File: config.mk
export PLATFORM = sky130hd
export DESIGN_NAME = useq_ctrl
export DESIGN_NICKNAME = d
export VERILOG_FILES = /design/src/rtl/useq_pkg.sv /design/src/rtl/useq_map.sv /design/src/rtl/useq_store.sv /design/src/rtl/useq_next.sv /design/src/rtl/useq_ctrl.sv
export SDC_FILE = /design/constraint.sdc
export NUM_CORES = 1
export LEC_CHECK = 0
export ABC_AREA = 1
export BUFFER_PORTS_ARGS = -buffer_cell sky130_fd_sc_hd__buf_2
export CORE_AREA = 5 5 64 66
export DETAILED_ROUTE_END_ITERATION = 8
export DIE_AREA = 0 0 69 71
export PLACE_DENSITY_LB_ADDON = 0.12
export SLEW_MARGIN = 20
export SYNTH_ARGS = -nofsm -noshare
export SYNTH_HDL_FRONTEND = slang
export SYNTH_SLANG_ARGS = --single-unit
File: constraint.sdc
create_clock -name clk -period 1.8 [get_ports clk]
set_clock_uncertainty 0.05 [all_clocks]
set_input_delay 0.36 -clock clk [delete_from_list [all_inputs] [get_ports clk]]
set_output_delay 0.36 -clock clk [all_outputs]
set_load 0.03 [all_outputs]
File: src/rtl/useq_pkg.sv
package useq_pkg;

    localparam int CW_W  = 20;
    localparam int UA_W  = 5;
    localparam int OP_W  = 6;
    localparam int FN_W  = 6;

    // control bit positions
    localparam int B_PCSRC = 19;
    localparam int B_PCLD  = 18;
    localparam int B_MADDR = 17;
    localparam int B_MRD   = 16;
    localparam int B_MWR   = 15;
    localparam int B_IRLD  = 14;
    localparam int B_MDRLD = 13;
    localparam int B_DST   = 12;
    localparam int B_WSRC  = 11;
    localparam int B_RWR   = 10;
    localparam int B_RLD   = 0;

    typedef enum logic [1:0] {
        YS_FOUR = 2'b00,
        YS_REG  = 2'b01,
        YS_IMM  = 2'b10,
        YS_IMM4 = 2'b11
    } ysrc_e;

    typedef enum logic [3:0] {
        ALU_AND = 4'b0000,
        ALU_OR  = 4'b0001,
        ALU_ADD = 4'b0010,
        ALU_SUB = 4'b0110,
        ALU_SLT = 4'b0111
    } alu_e;

    typedef enum logic [1:0] {
        SQ_INC   = 2'd0,
        SQ_FETCH = 2'd1,
        SQ_MAP   = 2'd2,
        SQ_COND  = 2'd3
    } seq_e;

    typedef enum logic {
        CS_ZERO  = 1'b0,
        CS_CARRY = 1'b1
    } csel_e;

    // first member lands on bit 19
    typedef struct packed {
        logic  pc_src;
        logic  pc_ld;
        logic  maddr_src;
        logic  mem_rd;
        logic  mem_wr;
        logic  ir_ld;
        logic  mdr_ld;
        logic  dst_rd;
        logic  wsrc_mdr;
        logic  reg_wr;
        logic  x_ld;
        logic  y_ld;
        logic  x_src;
        ysrc_e y_src;
        alu_e  alu;
        logic  r_ld;
    } ctrl_t;

    typedef struct packed {
        ctrl_t ctrl;
        seq_e  seq;
        csel_e csel;
    } uinst_t;

    typedef logic [UA_W-1:0] uaddr_t;

    // microstore layout
    localparam uaddr_t UA_FETCH  = UA_W'(0);
    localparam uaddr_t UA_DECODE = UA_W'(1);
    localparam uaddr_t UA_SUB    = UA_W'(8);
    localparam uaddr_t UA_ADD    = UA_W'(10);
    localparam uaddr_t UA_AND    = UA_W'(12);
    localparam uaddr_t UA_OR     = UA_W'(14);
    localparam uaddr_t UA_BEQ    = UA_W'(16);
    localparam uaddr_t UA_BCS    = UA_W'(18);
    localparam uaddr_t UA_SLT    = UA_W'(20);
    localparam uaddr_t UA_LI     = UA_W'(24);
    localparam uaddr_t UA_LW     = UA_W'(26);
    localparam uaddr_t UA_SW     = UA_W'(29);

    // instruction encodings
    localparam logic [OP_W-1:0] OPC_REG = 6'h00;
    localparam logic [OP_W-1:0] OPC_BEQ = 6'h04;
    localparam logic [OP_W-1:0] OPC_BCS = 6'h05;
    localparam logic [OP_W-1:0] OPC_LI  = 6'h0F;
    localparam logic [OP_W-1:0] OPC_LW  = 6'h23;
    localparam logic [OP_W-1:0] OPC_SW  = 6'h2B;

    localparam logic [FN_W-1:0] FN_ADD = 6'h20;
    localparam logic [FN_W-1:0] FN_SUB = 6'h22;
    localparam logic [FN_W-1:0] FN_AND = 6'h24;
    localparam logic [FN_W-1:0] FN_OR  = 6'h25;
    localparam logic [FN_W-1:0] FN_SLT = 6'h2A;

    // control word builders
    function automatic ctrl_t cw_fetch();
        ctrl_t c = '0;
        c.mem_rd = 1'b1;
        c.ir_ld  = 1'b1;
        c.pc_ld  = 1'b1;
        c.y_src  = YS_FOUR;
        c.alu    = ALU_ADD;
        return c;
    endfunction

    function automatic ctrl_t cw_decode();
        ctrl_t c = '0;
        c.x_ld  = 1'b1;
        c.y_ld  = 1'b1;
        c.y_src = YS_IMM4;
        c.alu   = ALU_ADD;
        c.r_ld  = 1'b1;
        return c;
    endfunction

    function automatic ctrl_t cw_regop(alu_e op);
        ctrl_t c = '0;
        c.x_src = 1'b1;
        c.y_src = YS_REG;
        c.alu   = op;
        c.r_ld  = 1'b1;
        return c;
    endfunction

    function automatic ctrl_t cw_compare();
        ctrl_t c = '0;
        c.x_src = 1'b1;
        c.y_src = YS_REG;
        c.alu   = ALU_SUB;
        return c;
    endfunction

    function automatic ctrl_t cw_jump();
        ctrl_t c = '0;
        c.pc_src = 1'b1;
        c.pc_ld  = 1'b1;
        return c;
    endfunction

    function automatic ctrl_t cw_eaddr();
        ctrl_t c = '0;
        c.x_src = 1'b1;
        c.y_src = YS_IMM;
        c.alu   = ALU_ADD;
        c.r_ld  = 1'b1;
        return c;
    endfunction

    function automatic ctrl_t cw_wb(logic to_rd, logic from_mdr);
        ctrl_t c = '0;
        c.dst_rd   = to_rd;
        c.wsrc_mdr = from_mdr;
        c.reg_wr   = 1'b1;
        return c;
    endfunction

    function automatic ctrl_t cw_mem(logic wr);
        ctrl_t c = '0;
        c.maddr_src = 1'b1;
        c.mem_rd    = ~wr;
        c.mdr_ld    = ~wr;
        c.mem_wr    = wr;
        return c;
    endfunction

    function automatic uinst_t mk(ctrl_t c, seq_e s, csel_e cs);
        uinst_t u;
        u.ctrl = c;
        u.seq  = s;
        u.csel = cs;
        return u;
    endfunction

    // microprogram contents
    function automatic uinst_t ustore_word(uaddr_t a);
        uinst_t u;
        case (a)
            UA_FETCH:        u = mk(cw_fetch(),          SQ_INC,   CS_ZERO);
            UA_DECODE:       u = mk(cw_decode(),         SQ_MAP,   CS_ZERO);
            UA_SUB:          u = mk(cw_regop(ALU_SUB),   SQ_INC,   CS_ZERO);
            UA_ADD:          u = mk(cw_regop(ALU_ADD),   SQ_INC,   CS_ZERO);
            UA_AND:          u = mk(cw_regop(ALU_AND),   SQ_INC,   CS_ZERO);
            UA_OR:           u = mk(cw_regop(ALU_OR),    SQ_INC,   CS_ZERO);
            UA_SLT:          u = mk(cw_regop(ALU_SLT),   SQ_INC,   CS_ZERO);
            UA_SUB + 1'b1,
            UA_ADD + 1'b1,
            UA_AND + 1'b1,
            UA_OR  + 1'b1,
            UA_SLT + 1'b1:   u = mk(cw_wb(1'b1, 1'b0),   SQ_FETCH, CS_ZERO);
            UA_BEQ:          u = mk(cw_compare(),        SQ_COND,  CS_ZERO);
            UA_BCS:          u = mk(cw_compare(),        SQ_COND,  CS_CARRY);
            UA_BEQ + 1'b1,
            UA_BCS + 1'b1:   u = mk(cw_jump(),           SQ_FETCH, CS_ZERO);
            UA_LI,
            UA_LW,
            UA_SW:           u = mk(cw_eaddr(),          SQ_INC,   CS_ZERO);
            UA_LI + 1'b1:    u = mk(cw_wb(1'b0, 1'b0),   SQ_FETCH, CS_ZERO);
            UA_LW + 1'b1:    u = mk(cw_mem(1'b0),        SQ_INC,   CS_ZERO);
            UA_LW + 2'd2:    u = mk(cw_wb(1'b0, 1'b1),   SQ_FETCH, CS_ZERO);
            UA_SW + 1'b1:    u = mk(cw_mem(1'b1),        SQ_FETCH, CS_ZERO);
            default:         u = mk(ctrl_t'('0),         SQ_FETCH, CS_ZERO);
        endcase
        return u;
    endfunction

endpackage

File: src/rtl/useq_map.sv
module useq_map
    import useq_pkg::*;
#(
    parameter int ADDR_W = UA_W,
    parameter int OPC_W  = OP_W,
    parameter int FUN_W  = FN_W
) (
    input  logic [OPC_W-1:0]  opcode_i,
    input  logic [FUN_W-1:0]  funct_i,
    output logic              hit_o,
    output logic [ADDR_W-1:0] entry_o
);

    logic [ADDR_W-1:0] reg_entry;
    logic              reg_hit;

    // register-type dispatch on funct
    always_comb begin
        reg_hit   = 1'b1;
        reg_entry = ADDR_W'(UA_FETCH);
        case (funct_i)
            FN_SUB:  reg_entry = ADDR_W'(UA_SUB);
            FN_ADD:  reg_entry = ADDR_W'(UA_ADD);
            FN_AND:  reg_entry = ADDR_W'(UA_AND);
            FN_OR:   reg_entry = ADDR_W'(UA_OR);
            FN_SLT:  reg_entry = ADDR_W'(UA_SLT);
            default: reg_hit   = 1'b0;
        endcase
    end

    // opcode dispatch
    always_comb begin
        hit_o   = 1'b1;
        entry_o = ADDR_W'(UA_FETCH);
        case (opcode_i)
            OPC_REG: begin
                hit_o   = reg_hit;
                entry_o = reg_entry;
            end
            OPC_BEQ: entry_o = ADDR_W'(UA_BEQ);
            OPC_BCS: entry_o = ADDR_W'(UA_BCS);
            OPC_LI:  entry_o = ADDR_W'(UA_LI);
            OPC_LW:  entry_o = ADDR_W'(UA_LW);
            OPC_SW:  entry_o = ADDR_W'(UA_SW);
            default: hit_o   = 1'b0;
        endcase
    end

endmodule

File: src/rtl/useq_store.sv
module useq_store
    import useq_pkg::*;
#(
    parameter int ADDR_W = UA_W
) (
    input  logic [ADDR_W-1:0] rd_addr_i,
    output uinst_t            rd_data_o
);

    localparam int DEPTH = 1 << ADDR_W;

    uinst_t rom [DEPTH];

    for (genvar i = 0; i < DEPTH; i++) begin : g_word
        assign rom[i] = ustore_word(UA_W'(i));
    end

    assign rd_data_o = rom[rd_addr_i];

endmodule

File: src/rtl/useq_next.sv
module useq_next
    import useq_pkg::*;
#(
    parameter int ADDR_W = UA_W
) (
    input  logic [ADDR_W-1:0] upc_i,
    input  seq_e              seq_i,
    input  csel_e             csel_i,
    input  logic              zero_i,
    input  logic              carry_i,
    input  logic              map_hit_i,
    input  logic [ADDR_W-1:0] map_entry_i,
    output logic [ADDR_W-1:0] upc_nxt_o
);

    logic              flag;
    logic [ADDR_W-1:0] upc_inc;

    assign flag    = (csel_i == CS_CARRY) ? carry_i : zero_i;
    assign upc_inc = upc_i + 1'b1;

    always_comb begin
        case (seq_i)
            SQ_INC:   upc_nxt_o = upc_inc;
            SQ_MAP:   upc_nxt_o = map_hit_i ? map_entry_i : '0;
            SQ_COND:  upc_nxt_o = flag ? upc_inc : '0;
            default:  upc_nxt_o = '0;
        endcase
    end

endmodule

File: src/rtl/useq_ctrl.sv
module useq_ctrl
    import useq_pkg::*;
(
    input  logic            clk,
    input  logic            rst,
    input  logic [OP_W-1:0] opcode_i,
    input  logic [FN_W-1:0] funct_i,
    input  logic            zero_i,
    input  logic            carry_i,
    output logic [CW_W-1:0] ctrl_o
);

    logic [UA_W-1:0] upc_q;
    logic [UA_W-1:0] upc_nxt;
    logic [UA_W-1:0] map_entry;
    logic            map_hit;
    uinst_t          uir_q;
    uinst_t          st_rdata;

    useq_map #(.ADDR_W(UA_W), .OPC_W(OP_W), .FUN_W(FN_W)) u_map (
        .opcode_i (opcode_i),
        .funct_i  (funct_i),
        .hit_o    (map_hit),
        .entry_o  (map_entry)
    );

    useq_next #(.ADDR_W(UA_W)) u_next (
        .upc_i       (upc_q),
        .seq_i       (uir_q.seq),
        .csel_i      (uir_q.csel),
        .zero_i      (zero_i),
        .carry_i     (carry_i),
        .map_hit_i   (map_hit),
        .map_entry_i (map_entry),
        .upc_nxt_o   (upc_nxt)
    );

    // read at the next address so the word register tracks the counter
    useq_store #(.ADDR_W(UA_W)) u_store (
        .rd_addr_i (upc_nxt),
        .rd_data_o (st_rdata)
    );

    always_ff @(posedge clk) begin
        if (rst) begin
            upc_q <= UA_FETCH;
            uir_q <= ustore_word(UA_FETCH);
        end else begin
            upc_q <= upc_nxt;
            uir_q <= st_rdata;
        end
    end

    assign ctrl_o = uir_q.ctrl;

endmodule

==> impl_metrics.json <==
{
  "timing.final.hold_violations": 0,
  "avgRoutedWirePerCell_um": 9.86,
  "via_per_inst": 4.55,
  "cap_viol_max_count": 0,
  "routed_wl_mm": 3.18,
  "netlist_instances": 227,
  "grt_overflow": 0,
  "syn-num-nets": 244,
  "drive_gt1_share_pct": 36.4,
  "layout.nets": 293,
  "num_vias": 1469,
  "track_usage_pct": 13.0,
  "vdd_drop_max_mv": 0.675,
  "synth.distinct_cells": 28,
  "cellPowerDensity_nw_per_um2": 1230,
  "cts_tree": "yes",
  "dp_hpwl_mm": 2.60,
  "yosysTopAreaCell": "dfxtp_1",
  "numCtsBuffers": 3,
  "end_kind": "register",
  "rows": 22,
  "port_buffers": 34,
  "cts-root-buf": "clkbuf_4",
  "start_util_pct": 42.9,
  "min_path_type": "primary input to register",
  "cp_max_fo": 7,
  "clk_pin_slew_ns": 0.13,
  "r2r_slack_ns": 0.13,
  "yosysSeqAreaShare_pct": 34.5,
  "antenna_cells": 0,
  "place.gp.congestion": 0.855,
  "grt_pass1_vias": 1354,
  "p_int_uw": 1350,
  "fillers": 385,
  "setup_viol": 0,
  "power_switching_uw": 988,
  "cts.sinks": 26,
  "required_ns": 1.98,
  "min_period_ns": 1.67,
  "setup_tns_ns": 0,
  "fin_area_sq_um": 1900,
  "switching_share_pct": 42.3,
  "drt-pass1-iter-count": 4,
  "dieArea_sq_um": 4900,
  "ys_ff_latch": 26,
  "initialDrtViolationCount": 37,
  "netlist.area_leader.share_pct": 34.5,
  "crit_type": "register to register",
  "clk_path_buf_depth": 2,
  "synthToLayoutAreaGrowth_pct": 25.9,
  "status": "finished, final reports clean",
  "crit_arrival_ns": 1.85,
  "coreArea_sq_um": 3520,
  "synth_area_sq_um": 1510,
  "clkPwrFrac_pct": 16.7,
  "ant_nets": 0,
  "io-pin-count": 36,
  "worstSkewPairLatency_ns": 0.32,
  "pwr-share-comb_pct": 52.1,
  "timing.fmax_mhz": 598,
  "power_frac_seq_pct": 31.2,
  "slew_violations": 0,
  "grt_first_pass_wirelength_mm": 5.41,
  "leakagePower_uw": 0.00103,
  "period_share_pct": 92.9,
  "place_area_sq_um": 1800,
  "cp-start-kind": "register",
  "final_cell_mix": "nand2_1 (56), buf_2 (34), nor2_1 (32)",
  "die_y_um": 71,
  "cts_max_level": 1,
  "synth_area_leaders": "dfxtp_1 (34%), nand2_1 (14%), nor2_1 (8.2%), nand3_1 (6.6%), inv_1 (6.2%)",
  "antenna_found_initial": 0,
  "die_w_um": 69,
  "drc": 0,
  "layout_commonest_cell": "nand2_1",
  "yosysWarnings": 0,
  "grt_max_degree": 16,
  "syn_avg_cell_area_sq_um": 6.65
}
Yosys cell counts:
master,instances
a21boi_1,1
a21oi_1,1
a21oi_4,1
and3_4,1
buf_4,2
clkbuf_1,1
clkinv_1,3
conb_1,1
dfxtp_1,26
ha_1,1
inv_1,25
inv_2,9
nand2_1,58
nand2_2,8
nand2_4,2
nand3_1,20
nand3_2,5
nand3b_1,1
nand4_1,3
nor2_1,33
nor2_2,7
nor2_4,7
nor3_1,1
o211ai_1,1
o21ai_0,4
o21ai_1,2
o21bai_1,1
or2_1,2
state kept, by name (all words and copies together) (netlist names):
name and flops:
uir_q 3, upc_q 5, ctrl_o 18
critical path, cell delays in order, from the launching register on:
cell	delay, ns
dfxtp_2	0.35
or2_1	0.21
nand3_2	0.07
nand2_2	0.08
nand2_2	0.08
inv_2	0.04
a21oi_4	0.21
nor2_1	0.10
and3_4	0.20
or2_1	0.20
metrics by stage:
stage / worst slack, ns / hold slack, ns / power, uW / instances / util [%]
2_1_floorplan: 0.180 / 0.383 / 1560 / 227 / -
5_1_grt: -0.00301 / 0.273 / 2530 / 323 / 54.0
3_5_place_dp: -0.0265 / 0.613 / 1900 / 317 / 51.2
4_1_cts: 0.109 / 0.260 / 2290 / 321 / 52.7
3_3_place_gp: -0.0278 / 0.611 / 1900 / 317 / 51.2
6_report: 0.127 / 0.261 / 2330 / 323 / 54.0
final timing paths:
check	start	to	cells after the start
setup / recovery	uir_q[0]	ctrl_o[17]	9
hold / removal	rst	upc_q[3]	2
setup reg to reg	uir_q[0]	ctrl_o[17]	9
hold reg to reg	upc_q[4]	upc_q[4]	5
cells by family after synthesis:
logic type	Yosys count	share of synthesized area [%]
other cells	1	0.248
simple gates	148	49.1
buf+inv	40	10.4
flops	26	34.5
fa+ha+maj	1	0.828
compound gates	11	4.89
final cells by class:
class	count	area (sq um)	area share [%]
clock inverter	1	30.0	1.58
clock buffer	3	22.5	1.18
timing repair buffer	47	268	14.1
tap	48	60.1	3.16
sequential	26	527	27.7
multi-input combinational	161	853	44.9
inverter	37	141	7.43
power groups by stage:
| stage | clock network [uW] | registers, uW | logic [uW] |
|---|---|---|---|
| 2_1_floorplan | 0 | 890 | 669 |
| 3_3_place_gp | 0 | 743 | 1160 |
| 3_5_place_dp | 0 | 742 | 1160 |
| 4_1_cts | 400 | 730 | 1160 |
| 5_1_grt | 429 | 748 | 1350 |
| 6_report | 389 | 729 | 1220 |
layer usage:
layer	wire length, um	track usage (%)	up-vias
li1	-	-	792
met1	1410	15.5	640
met2	1560	23.2	30
met3	143	2.13	7
met4	75	5.64	0
met5	0	0	-
repair_timing:
item	in CTS	in global routing
endpoints found under the setup margin	0	9
setup buffers	0	2
resized for setup	0	12
hold buffers	0	0
(Power assumes the default switching activity.)
